File: config.mk
export PLATFORM = sky130hd
export DESIGN_NAME = par_gen_reg
export DESIGN_NICKNAME = d
export VERILOG_FILES = /design/src/rtl/par_gen_pkg.sv /design/src/rtl/par_xor_tree.sv /design/src/rtl/par_tick_qual.sv /design/src/rtl/par_out_stage.sv /design/src/rtl/par_gen_reg.sv
export SDC_FILE = /design/constraint.sdc
export NUM_CORES = 1
export LEC_CHECK = 0
export BUFFER_PORTS_ARGS = -buffer_cell sky130_fd_sc_hd__buf_2
export CAP_MARGIN = 20
export CORE_AREA = 5 5 42 44
export CTS_CLUSTER_SIZE = 30
export DETAILED_ROUTE_END_ITERATION = 8
export DIE_AREA = 0 0 47 49
export REMOVE_ABC_BUFFERS = 1
export SLEW_MARGIN = 20
export SYNTH_ARGS = -nofsm -noshare
export SYNTH_HDL_FRONTEND = slang
export SYNTH_HIERARCHICAL = 1
export SYNTH_SLANG_ARGS = --single-unit
File: constraint.sdc
create_clock -name clk -period 2.3 [get_ports clk]
set_clock_uncertainty 0.2 [all_clocks]
set_input_delay 0.46 -clock clk [delete_from_list [all_inputs] [get_ports clk]]
set_output_delay 0.46 -clock clk [all_outputs]
set_load 0.1 [all_outputs]
File: src/rtl/par_gen_pkg.sv
package par_gen_pkg;

  localparam int unsigned PAR_DEF_WIDTH = 12;
  localparam int unsigned PAR_NUM_TICKS = 2;

  // which source feeds the register on a qualified update
  typedef enum logic [1:0] {
    SRC_KEEP  = 2'd0,
    SRC_LOAD  = 2'd1,
    SRC_SHIFT = 2'd2
  } reg_src_e;

  // the serial selector sits after the load selector, so it wins
  function automatic reg_src_e pick_src(input logic shift_sel, input logic load_sel);
    if (shift_sel)     return SRC_SHIFT;
    else if (load_sel) return SRC_LOAD;
    else               return SRC_KEEP;
  endfunction

  function automatic logic next_bit(input reg_src_e src, input logic cur,
                                    input logic par_v, input logic ser_v);
    case (src)
      SRC_SHIFT: return ser_v;
      SRC_LOAD:  return par_v;
      default:   return cur;
    endcase
  endfunction

  // gated parity, used where a plain loop form is wanted
  function automatic logic gate_par(input logic raw, input logic force_v);
    return raw & ~force_v;
  endfunction

endpackage

File: src/rtl/par_xor_tree.sv
module par_xor_tree #(
  parameter int unsigned WIDTH = 12
) (
  input  logic [WIDTH-1:0] bits_in,
  output logic             odd_out
);
  localparam int unsigned LEVELS = (WIDTH > 1) ? $clog2(WIDTH) : 0;
  localparam int unsigned LEAVES = 1 << LEVELS;
  localparam int unsigned NODES  = 2 * LEAVES - 1;

  // heap-ordered tree: node i has children 2i+1 and 2i+2
  logic [NODES-1:0] node;

  genvar gi;
  generate
    for (gi = 0; gi < LEAVES; gi++) begin : g_leaf
      if (gi < WIDTH) begin : g_real
        assign node[LEAVES-1+gi] = bits_in[gi];
      end else begin : g_pad
        assign node[LEAVES-1+gi] = 1'b0;
      end
    end
    for (gi = 0; gi < LEAVES - 1; gi++) begin : g_inner
      assign node[gi] = node[2*gi+1] ^ node[2*gi+2];
    end
  endgenerate

  assign odd_out = node[0];
endmodule

File: src/rtl/par_tick_qual.sv
module par_tick_qual #(
  parameter int unsigned NUM_TICKS = 2
) (
  input  logic                 clk,
  input  logic                 clr,
  input  logic [NUM_TICKS-1:0] ticks,
  output logic                 tick_any,
  output logic                 fire
);
  logic any_prev;

  assign tick_any = |ticks;

  // held high by clear so a tick left high across release does not count
  always_ff @(posedge clk or posedge clr) begin
    if (clr) any_prev <= 1'b1;
    else     any_prev <= tick_any;
  end

  assign fire = tick_any & ~any_prev;
endmodule

File: src/rtl/par_out_stage.sv
module par_out_stage
  import par_gen_pkg::*;
(
  input  logic     clk,
  input  logic     clr,
  input  logic     fire,
  input  logic     load_sel,
  input  logic     shift_sel,
  input  logic     ser_in,
  input  logic     par_in,
  output reg_src_e src,
  output logic     reg_q
);
  logic d_next;

  assign src    = pick_src(shift_sel, load_sel);
  assign d_next = next_bit(src, reg_q, par_in, ser_in);

  always_ff @(posedge clk or posedge clr) begin
    if (clr)       reg_q <= 1'b0;
    else if (fire) reg_q <= d_next;
  end
endmodule

File: src/rtl/par_gen_reg.sv
module par_gen_reg
  import par_gen_pkg::*;
#(
  parameter int unsigned WIDTH = PAR_DEF_WIDTH
) (
  input  logic             clk,
  input  logic             clr,
  input  logic [WIDTH-1:0] data_in,
  input  logic             force_low,
  input  logic             load_sel,
  input  logic             shift_sel,
  input  logic             ser_in,
  input  logic             tick_a,
  input  logic             tick_b,
  output logic             par,
  output logic             par_n,
  output logic             par_reg,
  output logic             par_reg_n
);
  localparam int unsigned NTICK = PAR_NUM_TICKS;

  logic             raw_odd;
  logic             tick_any;
  logic             fire;
  logic [NTICK-1:0] tick_vec;
  reg_src_e         src;

  par_xor_tree #(.WIDTH(WIDTH)) u_tree (
    .bits_in (data_in),
    .odd_out (raw_odd)
  );

  assign par   = gate_par(raw_odd, force_low);
  assign par_n = ~par;

  assign tick_vec = {tick_b, tick_a};

  par_tick_qual #(.NUM_TICKS(NTICK)) u_qual (
    .clk      (clk),
    .clr      (clr),
    .ticks    (tick_vec),
    .tick_any (tick_any),
    .fire     (fire)
  );

  par_out_stage u_stage (
    .clk       (clk),
    .clr       (clr),
    .fire      (fire),
    .load_sel  (load_sel),
    .shift_sel (shift_sel),
    .ser_in    (ser_in),
    .par_in    (par),
    .src       (src),
    .reg_q     (par_reg)
  );

  assign par_reg_n = ~par_reg;
endmodule

==> results <==
- In the detailed route, the total length drawn on met2 is 284 um.
- In this run the power density over the cells is 905 nW/um2.
- The largest individual stage delay along the critical path comes from the cell sky130_fd_sc_hd__xnor3_1.
- The ratio of routed vias to standard cells is 3.65.
- The category of the worst setup path capture point is an output pin.
- The final HPWL from detailed placement is about 510 um.
- Among cell families on the critical path, the largest total delay comes from XOR/XNOR gates.
- Row generation in the floorplan step produced 14 rows.
- The shortest clock period the worst path allows after layout is 2.24 ns.
- The cell area that synthesis handed to floorplanning was 236 um2.
- The via count of the first global-routing pass was 239.
- The worst-case clock buffer depth is 2.
- The highest clock rate is 0.447 GHz.
- For the pin with the worst max-slew slack, the measured transition is 0.485 ns.
- The hold violation count in the final report came to 0.
- Cells with a size suffix above 1 make up 69.2% of the layout.
- The number of H-tree branching levels is 1.
- The TritonCTS clock tree is yes.
- The Yosys step of the flow raised 6 warnings.
- In this run, the number of DRC markers left after iteration 0 of detailed routing was 2.
- The overall die width is 47 um.
- In this run the cell area measured after placement is 402 um2.
- The tightest min-delay check is of the in -> reg type.
- The critical-path maximum fanout is 2.
- The worst register-to-register path begins at u_qual/any_prev.
- In the final timing run, aggregate negative setup slack is 0 ns.
- The remaining antenna violation count is 0.
- The category of the most critical setup path is in -> out.
- The path with the worst hold slack has its endpoint at u_qual/any_prev.
- The detailed-route via count is 248.
- The relative area change from synthesis to final layout is 112%.
- The worst IR drop on VDD is 0.451 mV.
- The startpoint identified for the worst hold timing path is tick_a.
- The worst slew slack as a fraction of its limit is about two thirds.
- The first global-routing pass estimated 869 um of wire.
- Data on the critical path is required at its endpoint by 1.64 ns.
- The final-report max-slew violation count is 0.
- The post-CTS setup buffer count is 0.
- The clock net in this run drives a total of 2 sinks.
- The uppermost signal routing layer after detailed routing is met3.
- The routed length on met1 is 196 um.
- For this run, the total global-route usage over all layers was measured as 5.50%.
- Setup repair after global routing left no endpoint under its margin.
- The number of buffers and inverters on the critical path is 2.
- The core region is 1400 um2.
- The data arrival time of the critical path is 1.58 ns.
- The starting density of the core is approximately 17%.
- Summed over all cells, the static leakage comes to 0.266 nW.
- After clock tree synthesis, the clock-pin slew on the worst setup and hold paths is approximately 0.030 ns.
- The finished layout holds 68 standard cells, fillers aside.
- The clock network latency to the later pin of the worst-skew pair is 0.23 ns.
- Summed over all layers, the routed wires come to approximately 560 um.
- The pin count of the biggest net entering global routing is 4.
- The DRC violation count after routing is 0.
- After global routing the overflow that remains totals 0.
- The count of antenna diodes in the layout is 0.
- STA classifies the critical path startpoint as a primary input.
- The end of the worst register-to-register path is u_stage/reg_q.
- Synthesis handed over a netlist of 24 instances.
- The number of setup violations in the final report is 0.
- In this run, CTS created clock tree buffers numbering 3.
- The reported max-cap violation count is 0.
- The area enclosed by the die boundary is 2300 um2.
- The filler cells instantiated in the layout total 156.
- The detailed-router iteration count before antenna repair is 2.
- In this run, placement finished with an instance count of 63.
- The wire length on met3 is ~76 um.
- After routing the design area is approximately 500 um2.
- The depth of the worst register-to-register path is 3.
- The final net count is 73.
- After detailed routing, the average wire length per cell comes to ~8.2 um.
- The final weighted congestion of routability-driven global placement is 0.560.
- The final critical path takes up 97.4% of the cycle.
- Across all register-to-register paths, the minimum setup slack is 0.97 ns.
- The run finished with clean final reports.
- The worst hold path passes through 2 cells.
- The largest single stage delay on the critical path is 0.43 ns.
- The floorplan step set the die height to a little under 50 um.
- Dividing the synthesized area by the synthesized cell count gives 9.85 um2.
- The critical path goes through buf_6 > xnor2_2 > xnor2_1 > xnor3_1 > nand2b_1 > buf_12.
- The number of antenna violations at the first check in global routing is 0.
- The number of ports placed on the die boundary is 24.
- The tree is rooted in a sky130_fd_sc_hd__clkbuf_4.
- The count of buffers added on input and output ports is 23.
-- cells in the final DEF (no fill, tap or decap), drive strengths merged --
master and n:
buf 23, xnor2 9, inv 4, clkbuf 4
nor2b 1, nand2b 1, dlygate4sd3 1, or2 1
o21ba 1, dfstp 1, o21ai 1, and4bb 1
and3b 1, a211oi 1, dfrtp 1, xnor3 1
-- timing repair --
| item | 4_1_cts | 5_1_grt |
|---|---|---|
| endpoints found under the hold margin | 1 | 0 |
| hold buffers | 1 | 0 |
| setup endpoints to repair | 2 | 2 |
| pin swaps | 2 | 5 |
| gates resized for setup | 4 | 6 |
-- flip-flops by register name, summed over array words and instances, names as in the netlist --
name             flops
u_qual/any_prev      1
u_stage/reg_q        1
-- worst reg2reg max path, delay by kind of cell, from the launching register on --
kind | cells | cell delay, ns
AO/OA/AOI/OAI | 2 | 0.35
flip-flops | 1 | 0.50
AND/OR/NAND/NOR | 1 | 0.19
-- worst max path at each step --
stage	from	slack [ns]	end	cells after the start
3_5_place_dp	data_in[5]	-0.06	par	6
3_3_place_gp	data_in[5]	-0.07	par	6
2_1_floorplan	data_in[5]	-0.95	u_stage/reg_q	6
6_report	data_in[3]	0.06	par_n	6
4_1_cts	data_in[10]	0.02	par_n	6
5_1_grt	data_in[3]	0.004	par_n	6
-- metrics by stage --
stage | power, mW | hold slack, ns | worst slack (ns) | util (%)
after global routing | 0.476 | 0.241 | 0.00378 | 35.8
after CTS | 0.451 | 0.236 | 0.0222 | 32.9
final | 0.454 | 0.245 | 0.0604 | 35.8
after floorplan | 0.259 | -0.0113 | -0.948 | -
after detailed placement | 0.348 | 0.110 | -0.0639 | 28.7
after global placement | 0.349 | 0.105 | -0.0723 | 28.7
-- power breakdown --
| part | switching, mW | internal (mW) |
|---|---|---|
| registers | 0.00309 | 0.0413 |
| clock network | 0.0203 | 0.0644 |
| logic | 0.200 | 0.124 |
| total | 0.224 | 0.230 |
-- cell type report --
type,count,area (um2),share of cell area (%)
Multi-Input combinational cell,18,215,42.9
Clock buffer,4,26.3,5.24
Inverter,4,15.0,2.99
Timing Repair Buffer,24,174,34.7
Tap cell,16,20.0,3.99
Sequential cell,2,51.3,10.2
-- layer usage --
metal / track usage (%) / vias up
li1: - / 131
met5: 0 / -
met1: 6.61 / 104
met2: 6.79 / 13
met4: 6.91 / 0
met3: 1.11 / 0
(Power assumes the default switching activity.)
